$ cat src/rtl/conv_pkg.sv
`timescale 1ns/1ps
package conv_pkg;
    localparam int CODE_W = 14;
    localparam int BYTE_W = 8;
    localparam int WORD_W = 2 * BYTE_W;
    localparam int PAD_W  = WORD_W - CODE_W;

    typedef logic [CODE_W-1:0] code_t;
    typedef logic [BYTE_W-1:0] byte_t;

    // Twos complement is straight binary with the top bit flipped.
    function automatic code_t encode_code(input code_t raw, input logic bip);
        code_t c;
        c = raw;
        c[CODE_W-1] = raw[CODE_W-1] ^ bip;
        return c;
    endfunction

    // Left-justify the code in a word, then choose one half of it.
    function automatic byte_t pick_byte(input code_t v, input logic lo_sel);
        logic [WORD_W-1:0] w;
        w = {v, {PAD_W{1'b0}}};
        return lo_sel ? w[BYTE_W-1:0] : w[WORD_W-1:BYTE_W];
    endfunction
endpackage

$ cat src/rtl/conv_start_gate.sv
`timescale 1ns/1ps
module conv_start_gate #(
    parameter int RST_HOLD = 2500,
    parameter int MIN_PW   = 3
) (
    input  logic clk,
    input  logic rst_n,
    input  logic cs_n,
    input  logic sc_n,
    input  logic sync_mode,
    input  logic busy_i,
    output logic start_o
);
    localparam int PW_W = $clog2(MIN_PW + 1);
    localparam int HO_W = $clog2(RST_HOLD + 1);

    typedef struct packed {
        logic            sc_prev;
        logic            armed;
        logic [PW_W-1:0] low_cnt;
        logic [HO_W-1:0] hold_cnt;
    } gate_t;

    gate_t st_q, st_d;
    logic  fall, ready, gate_ok, start;

    always_comb begin
        st_d    = st_q;
        fall    = st_q.sc_prev & ~sc_n;
        ready   = (st_q.hold_cnt == HO_W'(RST_HOLD));
        gate_ok = sync_mode ? ~cs_n : 1'b1;
        start   = st_q.armed & ~sc_n & (st_q.low_cnt == PW_W'(MIN_PW - 1));

        st_d.sc_prev = sc_n;
        if (!ready) st_d.hold_cnt = st_q.hold_cnt + 1'b1;

        if (sc_n) begin
            st_d.armed   = 1'b0;
            st_d.low_cnt = '0;
        end else if (fall) begin
            st_d.armed   = gate_ok & ready & ~busy_i;
            st_d.low_cnt = PW_W'(1);
        end else if (start) begin
            st_d.armed   = 1'b0;
        end else if (st_q.armed) begin
            st_d.low_cnt = st_q.low_cnt + 1'b1;
        end
    end

    always_ff @(posedge clk or negedge rst_n) begin
        if (!rst_n) begin
            st_q          <= '0;
            st_q.sc_prev  <= 1'b1;
        end else begin
            st_q <= st_d;
        end
    end

    assign start_o = start;
endmodule

$ cat src/rtl/conv_engine.sv
`timescale 1ns/1ps
module conv_engine
    import conv_pkg::*;
#(
    parameter int CONV_CYC = 1575
) (
    input  logic  clk,
    input  logic  rst_n,
    input  logic  start_i,
    input  logic  bipolar_i,
    input  code_t code_i,
    output logic  busy_o,
    output code_t result_o
);
    localparam int CNT_W = $clog2(CONV_CYC);

    typedef struct packed {
        logic             busy;
        logic [CNT_W-1:0] cnt;
        code_t            held;
        code_t            result;
    } eng_t;

    eng_t cur_q, nxt_d;

    always_comb begin
        nxt_d = cur_q;
        if (cur_q.busy) begin
            if (cur_q.cnt == '0) begin
                nxt_d.busy   = 1'b0;
                nxt_d.result = cur_q.held;
            end else begin
                nxt_d.cnt = cur_q.cnt - 1'b1;
            end
        end else if (start_i) begin
            nxt_d.busy = 1'b1;
            nxt_d.cnt  = CNT_W'(CONV_CYC - 1);
            nxt_d.held = encode_code(code_i, bipolar_i);
        end
    end

    always_ff @(posedge clk or negedge rst_n) begin
        if (!rst_n) cur_q <= '0;
        else        cur_q <= nxt_d;
    end

    assign busy_o   = cur_q.busy;
    assign result_o = cur_q.result;
endmodule

$ cat src/rtl/conv_out_drive.sv
`timescale 1ns/1ps
module conv_out_drive
    import conv_pkg::*;
(
    input  logic  cs_n,
    input  logic  oe_n,
    input  logic  eoc_en_n,
    input  logic  byte_sel,
    input  logic  sync_mode,
    input  logic  busy_i,
    input  code_t result_i,
    output byte_t db_val,
    output logic  db_en,
    output logic  eoc_val,
    output logic  eoc_en
);
    always_comb begin
        db_en  = ~cs_n & ~oe_n;
        db_val = db_en ? pick_byte(result_i, byte_sel) : '0;
        if (sync_mode) begin
            eoc_en  = ~cs_n & ~eoc_en_n;
            eoc_val = eoc_en & ~busy_i;
        end else begin
            eoc_en  = ~eoc_en_n & busy_i;
            eoc_val = 1'b0;
        end
    end
endmodule

$ cat src/rtl/conv_iface.sv
`timescale 1ns/1ps
module conv_iface #(
    parameter int RST_HOLD = 2500,
    parameter int MIN_PW   = 3,
    parameter int CONV_CYC = 1575
) (
    input  logic                          clk,
    input  logic                          rst_n,
    input  logic                          cs_n,
    input  logic                          sc_n,
    input  logic                          oe_n,
    input  logic                          eoc_en_n,
    input  logic                          byte_sel,
    input  logic                          sync_mode,
    input  logic                          bipolar,
    input  logic [conv_pkg::CODE_W-1:0]   code_in,
    output logic [conv_pkg::BYTE_W-1:0]   db_out,
    output logic                          db_oe,
    output logic                          eoc_out,
    output logic                          eoc_oe
);
    logic                        start;
    logic                        busy;
    logic [conv_pkg::CODE_W-1:0] result;

    conv_start_gate #(.RST_HOLD(RST_HOLD), .MIN_PW(MIN_PW)) u_gate (
        .clk       (clk),
        .rst_n     (rst_n),
        .cs_n      (cs_n),
        .sc_n      (sc_n),
        .sync_mode (sync_mode),
        .busy_i    (busy),
        .start_o   (start)
    );

    conv_engine #(.CONV_CYC(CONV_CYC)) u_eng (
        .clk       (clk),
        .rst_n     (rst_n),
        .start_i   (start),
        .bipolar_i (bipolar),
        .code_i    (code_in),
        .busy_o    (busy),
        .result_o  (result)
    );

    conv_out_drive u_drv (
        .cs_n      (cs_n),
        .oe_n      (oe_n),
        .eoc_en_n  (eoc_en_n),
        .byte_sel  (byte_sel),
        .sync_mode (sync_mode),
        .busy_i    (busy),
        .result_i  (result),
        .db_val    (db_out),
        .db_en     (db_oe),
        .eoc_val   (eoc_out),
        .eoc_en    (eoc_oe)
    );
endmodule

$ cat config.mk
export PLATFORM = sky130hd
export DESIGN_NAME = conv_iface
export DESIGN_NICKNAME = d
export VERILOG_FILES = /design/src/rtl/conv_pkg.sv /design/src/rtl/conv_start_gate.sv /design/src/rtl/conv_engine.sv /design/src/rtl/conv_out_drive.sv /design/src/rtl/conv_iface.sv
export SDC_FILE = /design/constraint.sdc
export NUM_CORES = 1
export LEC_CHECK = 0
export BUFFER_PORTS_ARGS = -buffer_cell sky130_fd_sc_hd__buf_2
export CORE_MARGIN = 4
export CORE_UTILIZATION = 40
export CTS_BUF_LIST = sky130_fd_sc_hd__clkbuf_8
export CTS_CLUSTER_DIAMETER = 200
export CTS_CLUSTER_SIZE = 16
export DETAILED_ROUTE_END_ITERATION = 8
export SLEW_MARGIN = 20
export SYNTH_ARGS = -nofsm -noshare
export SYNTH_HDL_FRONTEND = slang
export SYNTH_SLANG_ARGS = --single-unit
$ cat constraint.sdc
create_clock -name clk -period 3 [get_ports clk]
set_input_delay 0.45 -clock clk [delete_from_list [all_inputs] [get_ports clk]]
set_output_delay 0.45 -clock clk [all_outputs]
set_load 0.02 [all_outputs]
==> impl_metrics.tcl, run 1 <==
set metrics [dict create \
    status "completed" \
    place_congestion 0.740 \
    cts.sinks 56 \
    drt-initial-drc-count 85 \
    route.detailed.drc 0 \
    ys_ff_latch 56 \
    initial_core_util 0.421 \
    seqPwrFrac 0.572 \
    path_cells "inv_1, ha_1, or4b_4, nor2_2, nand2_2, mux2_2" \
    cts-hold-fix-buffers 0 \
    rows 28 \
    finalPower_mw 1.35 \
    num_io_pins 34 \
    period_share 0.678 \
    drive_above_1_share 0.247 \
    powerDensity_nw_per_um2 465 \
    startpoint_type "register" \
    r2r_start "u_eng.cur_q[28]$_DFFE_PN0P_" \
    die-area_sq_um 7720 \
    peakVddDrop_v 0.000266 \
    ys_types 41 \
    synth_seq_area_share 0.550 \
    root_buffer "clkbuf_8" \
    gr-usage-all-layers 0.134 \
    syn_to_final_growth_pct 14.2 \
    rr_worst_depth 6 \
    grt_pass1_vias 1711 \
    r2r_setup_slack_ns 0.97 \
    preCtsSetupSlack_ns 0.966 \
    combPwrFrac 0.040 \
    syn_avg_cell_area_sq_um 10.6 \
    grt_pass1_wl_mm 8.03 \
    fin_area_sq_um 2910 \
    setup_ws_ns 0.967 \
    antenna_cells 0 \
    syn_inst 241 \
    power_switching_mw 0.272 \
    vias 1792 \
    antenna_found_initial 0 \
    routed_via_density 5.12 \
    dpl-instance-area_sq_um 2790 \
    finalSetupViolations 0 \
    mostFrequentLayoutCells "55 x dfrtp_1, 52 x nand2_1, 33 x buf_2, 15 x mux2_2, 14 x nor2_1" \
    routed_wirelength_mm 4.74 \
    critPathArrivalTime_ns 2.23 \
    crit_fanout 14 \
    ant_nets 0 \
    cts.path.max_buffers 2 \
    crit_start "u_eng.cur_q[28]$_DFFE_PN0P_" \
    crit_slowest_cell "or4b_4" \
    core-area_sq_um 6060 \
    syn_nets 269 \
    final_common_cell "dfrtp_1" \
    cp.required_ns 3.19 \
    nets 302 \
    cts_setup_buffers 0 \
    fp.dieW_microns 87.9 \
    cts_made_buffers 5 \
    rsz0062_at_grt "no" \
    cts_tree "done" \
    drv_cap 0 \
    period_minus_slack_ns 2.03 \
    fill_cells 570 \
    die_height_microns 87.9 \
    fin_skew_ns 0.00460 \
    grt-ovfl-total 0 \
    ctsResizeCount 0 \
    port_buffers 33 \
    p_int_mw 1.08 \
    cpPeakStageDelay_ns 0.49 \
    clk_latency_ns 0.30 \
    endpoint_kind "register" \
    drt-pass1-iter-count 4 \
    tightest_slew_ns 0.873 \
    hold_class "primary input to async pin" \
    final_util 0.481 \
    clk_pin_slew_ns 0.09 \
    yosysWarningCount 0 \
    wl_per_cell_microns 13.5 \
    slew_viol_final 0 \
    hold_viol 0 \
    crit_end "u_eng.result_o[2]$_DFFE_PN0P_" \
    path_class "register to register" \
    r2r-end "u_eng.result_o[2]$_DFFE_PN0P_" \
    dp_hpwl_mm 3.25 \
    clkPwrFrac 0.388 \
    slew_headroom 0.418 \
    timing.fmax_ghz 0.492 \
    htreeDepth 2 \
    synth_area_sq_um 2550 \
    grt_max_degree 57 \
    power.leakage_nw 1.38 \
    swShare 0.201 \
    finalSetupTns_ns 0 \
]
-- area by class of cell --
type	count	area, sq um	share of cell area
repair buffers	35	180	0.0618
multi-input cells	170	1090	0.374
inverters	6	22.5	0.00773
clock inverters	1	30.0	0.0103
clock buffers	7	96.3	0.0331
flip-flops and latches	56	1400	0.481
well taps	75	93.8	0.0322
-- synthesized netlist by cell type --
master / number / area, sq um
dfrtp_1: 55 / 1380
nand2_1: 52 / 195
mux2_2: 15 / 169
nor2_1: 14 / 52.6
nand3_1: 12 / 60.1
xnor2_1: 10 / 87.6
clkbuf_1: 6 / 22.5
inv_1: 6 / 22.5
mux2i_1: 6 / 60.1
o21ai_0: 6 / 30.0
ha_1: 5 / 62.6
a21oi_1: 4 / 20.0
nor3_1: 4 / 20.0
o31ai_1: 4 / 30.0
or3_1: 4 / 25.0
and3_1: 3 / 18.8
nor4b_1: 3 / 26.3
o211ai_1: 3 / 22.5
or4_1: 3 / 22.5
a211oi_1: 2 / 15.0
buf_2: 2 / 10.0
nor3b_1: 2 / 15.0
or2_2: 2 / 12.5
a21bo_2: 1 / 10.0
and2_1: 1 / 6.26
and4_1: 1 / 8.76
buf_6: 1 / 11.3
dfstp_2: 1 / 26.3
nand2_2: 1 / 6.26
nand2b_1: 1 / 6.26
nand3b_1: 1 / 7.51
nand4_1: 1 / 6.26
nor2_2: 1 / 6.26
nor4_1: 1 / 6.26
nor4b_2: 1 / 15.0
o311ai_0: 1 / 8.76
o32ai_1: 1 / 8.76
o41ai_1: 1 / 8.76
or3_4: 1 / 11.3
or4b_4: 1 / 13.8
xor2_1: 1 / 8.76
-- worst min path at each step --
| stage | from | end | cells past startpoint |
|---|---|---|---|
| 6_report | rst_n | u_gate.st_q[1]$_DFFE_PN0P_ | 2 |
| 2_1_floorplan | rst_n | u_eng.busy_o$_DFF_PN0_ | 0 |
| 3_3_place_gp | u_gate.st_q[8]$_DFFE_PN0P_ | u_gate.st_q[8]$_DFFE_PN0P_ | 1 |
| 4_1_cts | sc_n | u_gate.st_q[15]$_DFF_PN1_ | 1 |
| 5_1_grt | sc_n | u_gate.st_q[15]$_DFF_PN1_ | 1 |
| 3_5_place_dp | u_eng.cur_q[22]$_DFFE_PN0P_ | u_eng.cur_q[22]$_DFFE_PN0P_ | 2 |
-- power by group through the flow --
stage,combinational (mW),sequential [mW],clock [mW]
CTS,0.0571,0.775,0.549
floorplan,0.0202,0.787,0
global route,0.0638,0.776,0.576
detailed placement,0.0568,0.790,0
global placement,0.0564,0.790,0
finish,0.0546,0.774,0.526
-- state kept, by name, summed over array words and instances (netlist names) --
name and flops:
u_gate.st_q 16, u_eng.busy_o 1, u_eng.result_o 14, u_eng.cur_q 25
-- kinds of logic after synthesis --
| logic type | Yosys count | synth area share |
|---|---|---|
| AND/OR/NAND/NOR | 110 | 0.212 |
| adder cells (fa/ha/maj) | 5 | 0.0245 |
| flip-flops | 56 | 0.550 |
| XOR/XNOR | 11 | 0.0377 |
| multiplexers | 21 | 0.0897 |
| AO/OA/AOI/OAI | 23 | 0.0603 |
| buffers and inverters | 15 | 0.0260 |
-- metal layers --
metal  vias up  part of all wire  GRT usage
met1       870              0.47      0.181
met3         7             0.035     0.0292
li1        890                 -          -
met5         -                 0          0
met2        25              0.48      0.212
met4         0             0.014     0.0502
-- per-stage QoR --
step,instances,hold slack (ns)
detailed placement,342,0.459
CTS,350,0.290
global route,350,0.291
global placement,342,0.454
floorplan,241,0.154
finish,350,0.268
-- critical path, delay by kind of cell, from the launching register on --
kind                       cells  cell delay (ns)
muxes                          1             0.35
DFF                            1             0.41
buffers and inverters          1             0.09
and+or+nand+nor                3             0.92
adders and majority gates      1             0.15
(Power assumes the default switching activity.)
==> run 2: changes to the inputs <==
Clock period 3 ns to 1.9 ns, I/O delays scaled along.
==> run 2 against run 1 <==
  * Utilization is 2.0 points higher
  * Routed wire length is 0.44% lower
  * Sequential share of layout area fell by 1.9 points
  * Clock power up 24%
  * Final cell count rose by 3.7%
  * Global-route usage shrank 0.27 points
  * Critical path depth unchanged
  * Count of clock-buffer cells in the layout decreased by 1
  * Sequential cell count unchanged
  * Critical endpoint is now u_eng.result_o[4]$_DFFE_PN0P_
  * Largest power group unchanged
==> impl_metrics.tcl, run 2 (synthesis results as in run 1) <==
set metrics [dict create \
    grt_pass1_vias 1732 \
    slew_viol_final 0 \
    cts_made_buffers 5 \
    routed_wirelength_mm 4.72 \
    dp_hpwl_mm 3.43 \
    drt-pass1-iter-count 4 \
    htreeDepth 2 \
    stdcell_count 363 \
    critPathArrivalTime_ns 2.02 \
    route.detailed.drc 0 \
    mostFrequentLayoutCells "55 x dfrtp_1, 52 x nand2_1, 33 x buf_2, 15 x mux2_2, 14 x nor2_1" \
    clk_pin_slew_ns 0.10 \
    slew_headroom 0.666 \
    initial_core_util 0.421 \
    drive_above_1_share 0.288 \
    grt_pass1_wl_mm 7.86 \
    drt-initial-drc-count 96 \
    cpPeakStageDelay_ns 0.48 \
    period_minus_slack_ns 1.82 \
    cts.path.max_buffers 2 \
    hold_class "primary input to register" \
    fp.dieW_microns 87.9 \
    largest_reg_flops 25 \
    vias 1801 \
    fill_cells 568 \
    drv_cap 0 \
    power.leakage_nw 1.45 \
    r2r_start "u_eng.cur_q[28]$_DFFE_PN0P_" \
    place_congestion 0.756 \
    grt_max_degree 38 \
    clk_latency_ns 0.30 \
    cts_tree "done" \
    path_class "register to register" \
    crit_start "u_eng.cur_q[28]$_DFFE_PN0P_" \
    die-area_sq_um 7720 \
    ant_nets 0 \
    endpoint_kind "register" \
    period_share 0.960 \
    routed_via_density 4.96 \
    cts_setup_buffers 0 \
    rows 28 \
    core-area_sq_um 6060 \
    root_buffer "clkbuf_8" \
    regMostFlops "u_eng.cur_q" \
    dp.cells 354 \
    fin_skew_ns 0.00888 \
    die_height_microns 87.9 \
    crit_cells 6 \
    antenna_found_initial 0 \
    worst_hold_slack_ns 0.141 \
    cts.sinks 56 \
    crit_slowest_cell "or4b_4" \
    num_io_pins 34 \
    r2r-end "u_eng.result_o[4]$_DFFE_PN0P_" \
    cp.required_ns 2.09 \
    crit_end "u_eng.result_o[4]$_DFFE_PN0P_" \
    r2r_setup_slack_ns 0.08 \
    crit_fanout 14 \
    syn_to_final_growth_pct 19.0 \
    gr-usage-all-layers 0.131 \
    timing.fmax_ghz 0.548 \
    multiInputGateArea_sq_um 1120 \
    tightest_slew_ns 0.501 \
    hold_viol 0 \
    rr_worst_depth 6 \
    critPathTopFamily "simple AND/OR/NAND/NOR gates" \
    path_cells "inv_2, ha_2, or4b_4, nor2_4, nand2_4, mux2_2" \
    grt-ovfl-total 0 \
    seq_area_sq_um 1400 \
    nets 315 \
    startpoint_type "register" \
    port_buffers 33 \
    peakVddDrop_v 0.000409 \
    finalSetupViolations 0 \
    final_common_cell "dfrtp_1" \
    cp_num_buf_inv 1 \
    status "completed" \
    antenna_cells 0 \
    powerDensity_nw_per_um2 647 \
    wl_per_cell_microns 13.0 \
]
==> run 2: repair_timing <==
action | 4_1_cts | 5_1_grt
endpoints found under the hold margin | 18 | 0
pin swaps | 0 | 1
hold buffers | 1 | 0
resized for setup | 1 | 10
setup endpoints to repair | 14 | 21
==> run 2: layer usage <==
layer,global-route usage,vias to the layer above,part of all wire
met1,0.177,861,0.48
met4,0.0377,0,0.0061
met5,0,-,0
met3,0.0254,2,0.036
li1,-,918,-
met2,0.215,20,0.48
==> run 2: cell type report <==
type                    count  share of cell area
inverters                   6             0.00742
multi-input cells         170               0.370
clock buffers               6              0.0272
clock inverters             2             0.00371
well taps                  75              0.0309
repair buffers             48              0.0989
flip-flops and latches     56               0.462
==> run 2: report_power, final <==
| part | switching [mW] | total (mW) | internal [mW] |
|---|---|---|---|
| Combinational | 0.0547 | 0.0922 | 0.0375 |
| Sequential | 0.0111 | 1.22 | 1.21 |
| Clock | 0.360 | 0.652 | 0.292 |
==> run 2: how the worst min path moves through the flow <==
stage	startpoint	endpoint	slack, ns	cells after the start
floorplan	rst_n	u_eng.busy_o$_DFF_PN0_	-0.01	0
global placement	rst_n	u_gate.st_q[12]$_DFFE_PN0P_	0.28	1
detailed placement	rst_n	u_gate.st_q[12]$_DFFE_PN0P_	0.29	1
CTS	sc_n	u_gate.st_q[15]$_DFF_PN1_	0.13	1
global route	sc_n	u_gate.st_q[15]$_DFF_PN1_	0.13	1
finish	sc_n	u_gate.st_q[15]$_DFF_PN1_	0.14	1
==> run 2: stage by stage <==
stage          instance area, sq um   util  worst slack [ns]  total power, mW  setup TNS (ns)
4_1_cts                        3000  0.495           0.00918             2.01               0
5_1_grt                        3040  0.501         -0.000482             2.07       -0.000482
3_3_place_gp                   2890  0.477          -0.00197             1.34         -0.0165
6_report                       3040  0.501            0.0751             1.97               0
3_5_place_dp                   2890  0.477           -0.0377             1.34          -0.417
2_1_floorplan                  2550      -            0.0183             1.27               0
==> run 2: worst reg2reg max path, cell delays in order (launching register included) <==
cell,delay [ns]
dfrtp_1,0.40
inv_2,0.06
ha_2,0.16
or4b_4,0.48
nor2_4,0.15
nand2_4,0.14
mux2_2,0.32
==> run 3: changes to the inputs <==
Clock period 1.9 ns to 1.8 ns, I/O delays scaled along.
==> run 3 against run 2 <==
  * The flow now finishes with violations (setup timing)
  * Via count up 4.1%
  * Fmax down 0.20%
  * Sequential power up 6%
  * Register-to-register slack worse by 0.10 ns
  * Utilization up 0.31 points
  * Final area up 0.62%
  * Global-route usage up 0.26 points
==> impl_metrics.tcl, run 3 (synthesis results as in run 1) <==
set metrics [dict create \
    cts.sinks 56 \
    dp.cells 355 \
    initial_core_util 0.421 \
    violations "setup timing" \
    crit_end "u_eng.result_o[1]$_DFFE_PN0P_" \
    place_congestion 0.799 \
    drive_above_1_share 0.299 \
    grt_pass1_wl_mm 8.08 \
    antenna_found_initial 0 \
    routed_via_density 5.17 \
    wl_per_cell_microns 13.3 \
    finalSetupViolations 14 \
    syn_to_final_growth_pct 19.7 \
    fp.dieW_microns 87.9 \
    cts.path.max_buffers 2 \
    drv_cap 0 \
    ant_nets 0 \
    die_height_microns 87.9 \
    crit_slowest_cell "or4b_4" \
    rows 28 \
    antenna_cells 0 \
    path_class "register to register" \
    grt_max_degree 57 \
    r2r_start "u_eng.cur_q[28]$_DFFE_PN0P_" \
    cts_made_buffers 5 \
    mostFrequentLayoutCells "54 x dfrtp_1, 51 x nand2_1, 33 x buf_2, 15 x mux2_2, 15 x buf_4" \
    slew_headroom 0.659 \
    rr_worst_depth 6 \
    timing.fmax_ghz 0.547 \
    r2r-end "u_eng.result_o[1]$_DFFE_PN0P_" \
    htreeDepth 2 \
    peakVddDrop_v 0.000407 \
    endpoint_kind "register" \
    largest_reg_flops 25 \
    period_share 1.02 \
    startpoint_type "register" \
    cp.required_ns 1.99 \
    vias 1875 \
    die-area_sq_um 7720 \
    regMostFlops "u_eng.cur_q" \
    grt_pass1_vias 1816 \
    r2r_setup_slack_ns -0.03 \
    tightest_slew_ns 0.504 \
    fin_skew_ns 0.00916 \
    powerDensity_nw_per_um2 705 \
    dpl-instance-area_sq_um 2910 \
    finalSetupTns_ns -0.285 \
    setup_ws_ns -0.0286 \
    slew_viol_final 0 \
    port_buffers 33 \
    dp_hpwl_mm 3.36 \
    clk_latency_ns 0.30 \
    core-area_sq_um 6060 \
    power.leakage_nw 1.44 \
    gr-usage-all-layers 0.134 \
    holdCritStartpoint "sc_n" \
    clk_pin_slew_ns 0.09 \
    critPathTopFamily "simple AND/OR/NAND/NOR gates" \
    route.detailed.drc 0 \
    fin_area_sq_um 3060 \
    crit_start "u_eng.cur_q[28]$_DFFE_PN0P_" \
    path_cells "inv_2, ha_1, or4b_4, nor2_4, nand2_8, mux2_2" \
    status "complete, but fails checks" \
    crit_cells 6 \
    cp_num_buf_inv 1 \
    hold_viol 0 \
    period_minus_slack_ns 1.83 \
    final_common_cell "dfrtp_1" \
    drt-initial-drc-count 71 \
    drt-pass1-iter-count 4 \
    crit_fanout 14 \
    root_buffer "clkbuf_8" \
    worst_hold_slack_ns 0.133 \
    hold_class "primary input to register" \
    grt-ovfl-total 0 \
    critPathArrivalTime_ns 2.02 \
    cts_tree "done" \
    cpPeakStageDelay_ns 0.51 \
    rsz0062_at_grt "yes" \
    num_io_pins 34 \
    nets 317 \
    stdcell_count 363 \
    routed_wirelength_mm 4.82 \
]
==> run 3: cell types whose count changed in the layout (fill, tap and decap cells not counted), sizes merged <==
cell      change
clkbuf        -1
inv           -1
bufinv        +1
buf           +2
clkinvlp      -1
==> run 3: worst register-to-register path, delay by kind of cell, from the launching register on <==
| family | cells | cell delay, ns |
|---|---|---|
| multiplexers | 1 | 0.29 |
| AND/OR/NAND/NOR | 3 | 0.80 |
| flip-flops | 1 | 0.40 |
| adder cells (fa/ha/maj) | 1 | 0.15 |
| buffers and inverters | 1 | 0.07 |
==> run 3: cell type report <==
| cell class | count | area (sq um) |
|---|---|---|
| inverter | 6 | 22.5 |
| fill | 578 | 3010 |
| tap | 75 | 93.8 |
| multi-input combinational | 170 | 1130 |
| timing repair buffer | 50 | 308 |
| sequential | 56 | 1400 |
| clock buffer | 5 | 68.8 |
| clock inverter | 1 | 30.0 |
==> run 3: power breakdown <==
part | internal [mW] | leakage, nW | switching [mW] | total [mW]
clock | 0.400 | 0.0501 | 0.367 | 0.767
sequential | 1.28 | 0.705 | 0.0130 | 1.29
combinational | 0.0397 | 0.690 | 0.0570 | 0.0967
total | 1.72 | 1.44 | 0.437 | 2.16
==> run 3: worst min path at each step <==
stage,depth (start not counted),slack [ns],end
final,1,0.13,u_gate.st_q[15]$_DFF_PN1_
after global routing,1,0.12,u_gate.st_q[15]$_DFF_PN1_
after CTS,1,0.12,u_gate.st_q[15]$_DFF_PN1_
after detailed placement,2,0.30,u_gate.st_q[12]$_DFFE_PN0P_
after global placement,2,0.29,u_gate.st_q[12]$_DFFE_PN0P_
after floorplan,0,-0.03,u_eng.busy_o$_DFF_PN0_
==> run 3: per-stage QoR <==
| step | setup WS, ns | utilization | power [mW] |
|---|---|---|---|
| 2_1_floorplan | -0.0300 | - | 1.35 |
| 3_3_place_gp | 0.0337 | 0.480 | 1.41 |
| 3_5_place_dp | -0.0122 | 0.480 | 1.42 |
| 4_1_cts | -0.0300 | 0.498 | 2.20 |
| 5_1_grt | -0.0796 | 0.504 | 2.26 |
| 6_report | -0.0286 | 0.504 | 2.16 |
==> run 3: timing repair <==
action | in CTS | in global routing
pin swaps | 1 | 0
setup buffers | 0 | 1
hold endpoints to repair | 55 | 0
resized for setup | 0 | 9
setup endpoints to repair | 16 | 19
hold buffers | 1 | 0
==> run 3: routing by layer <==
layer  vias up  routed length, microns  global-route usage
met5         -                       0                   0
met4         0                      52              0.0418
met3         7                     203              0.0292
met2        32                    2390               0.228
met1       912                    2170               0.169
li1        924                       -                   -
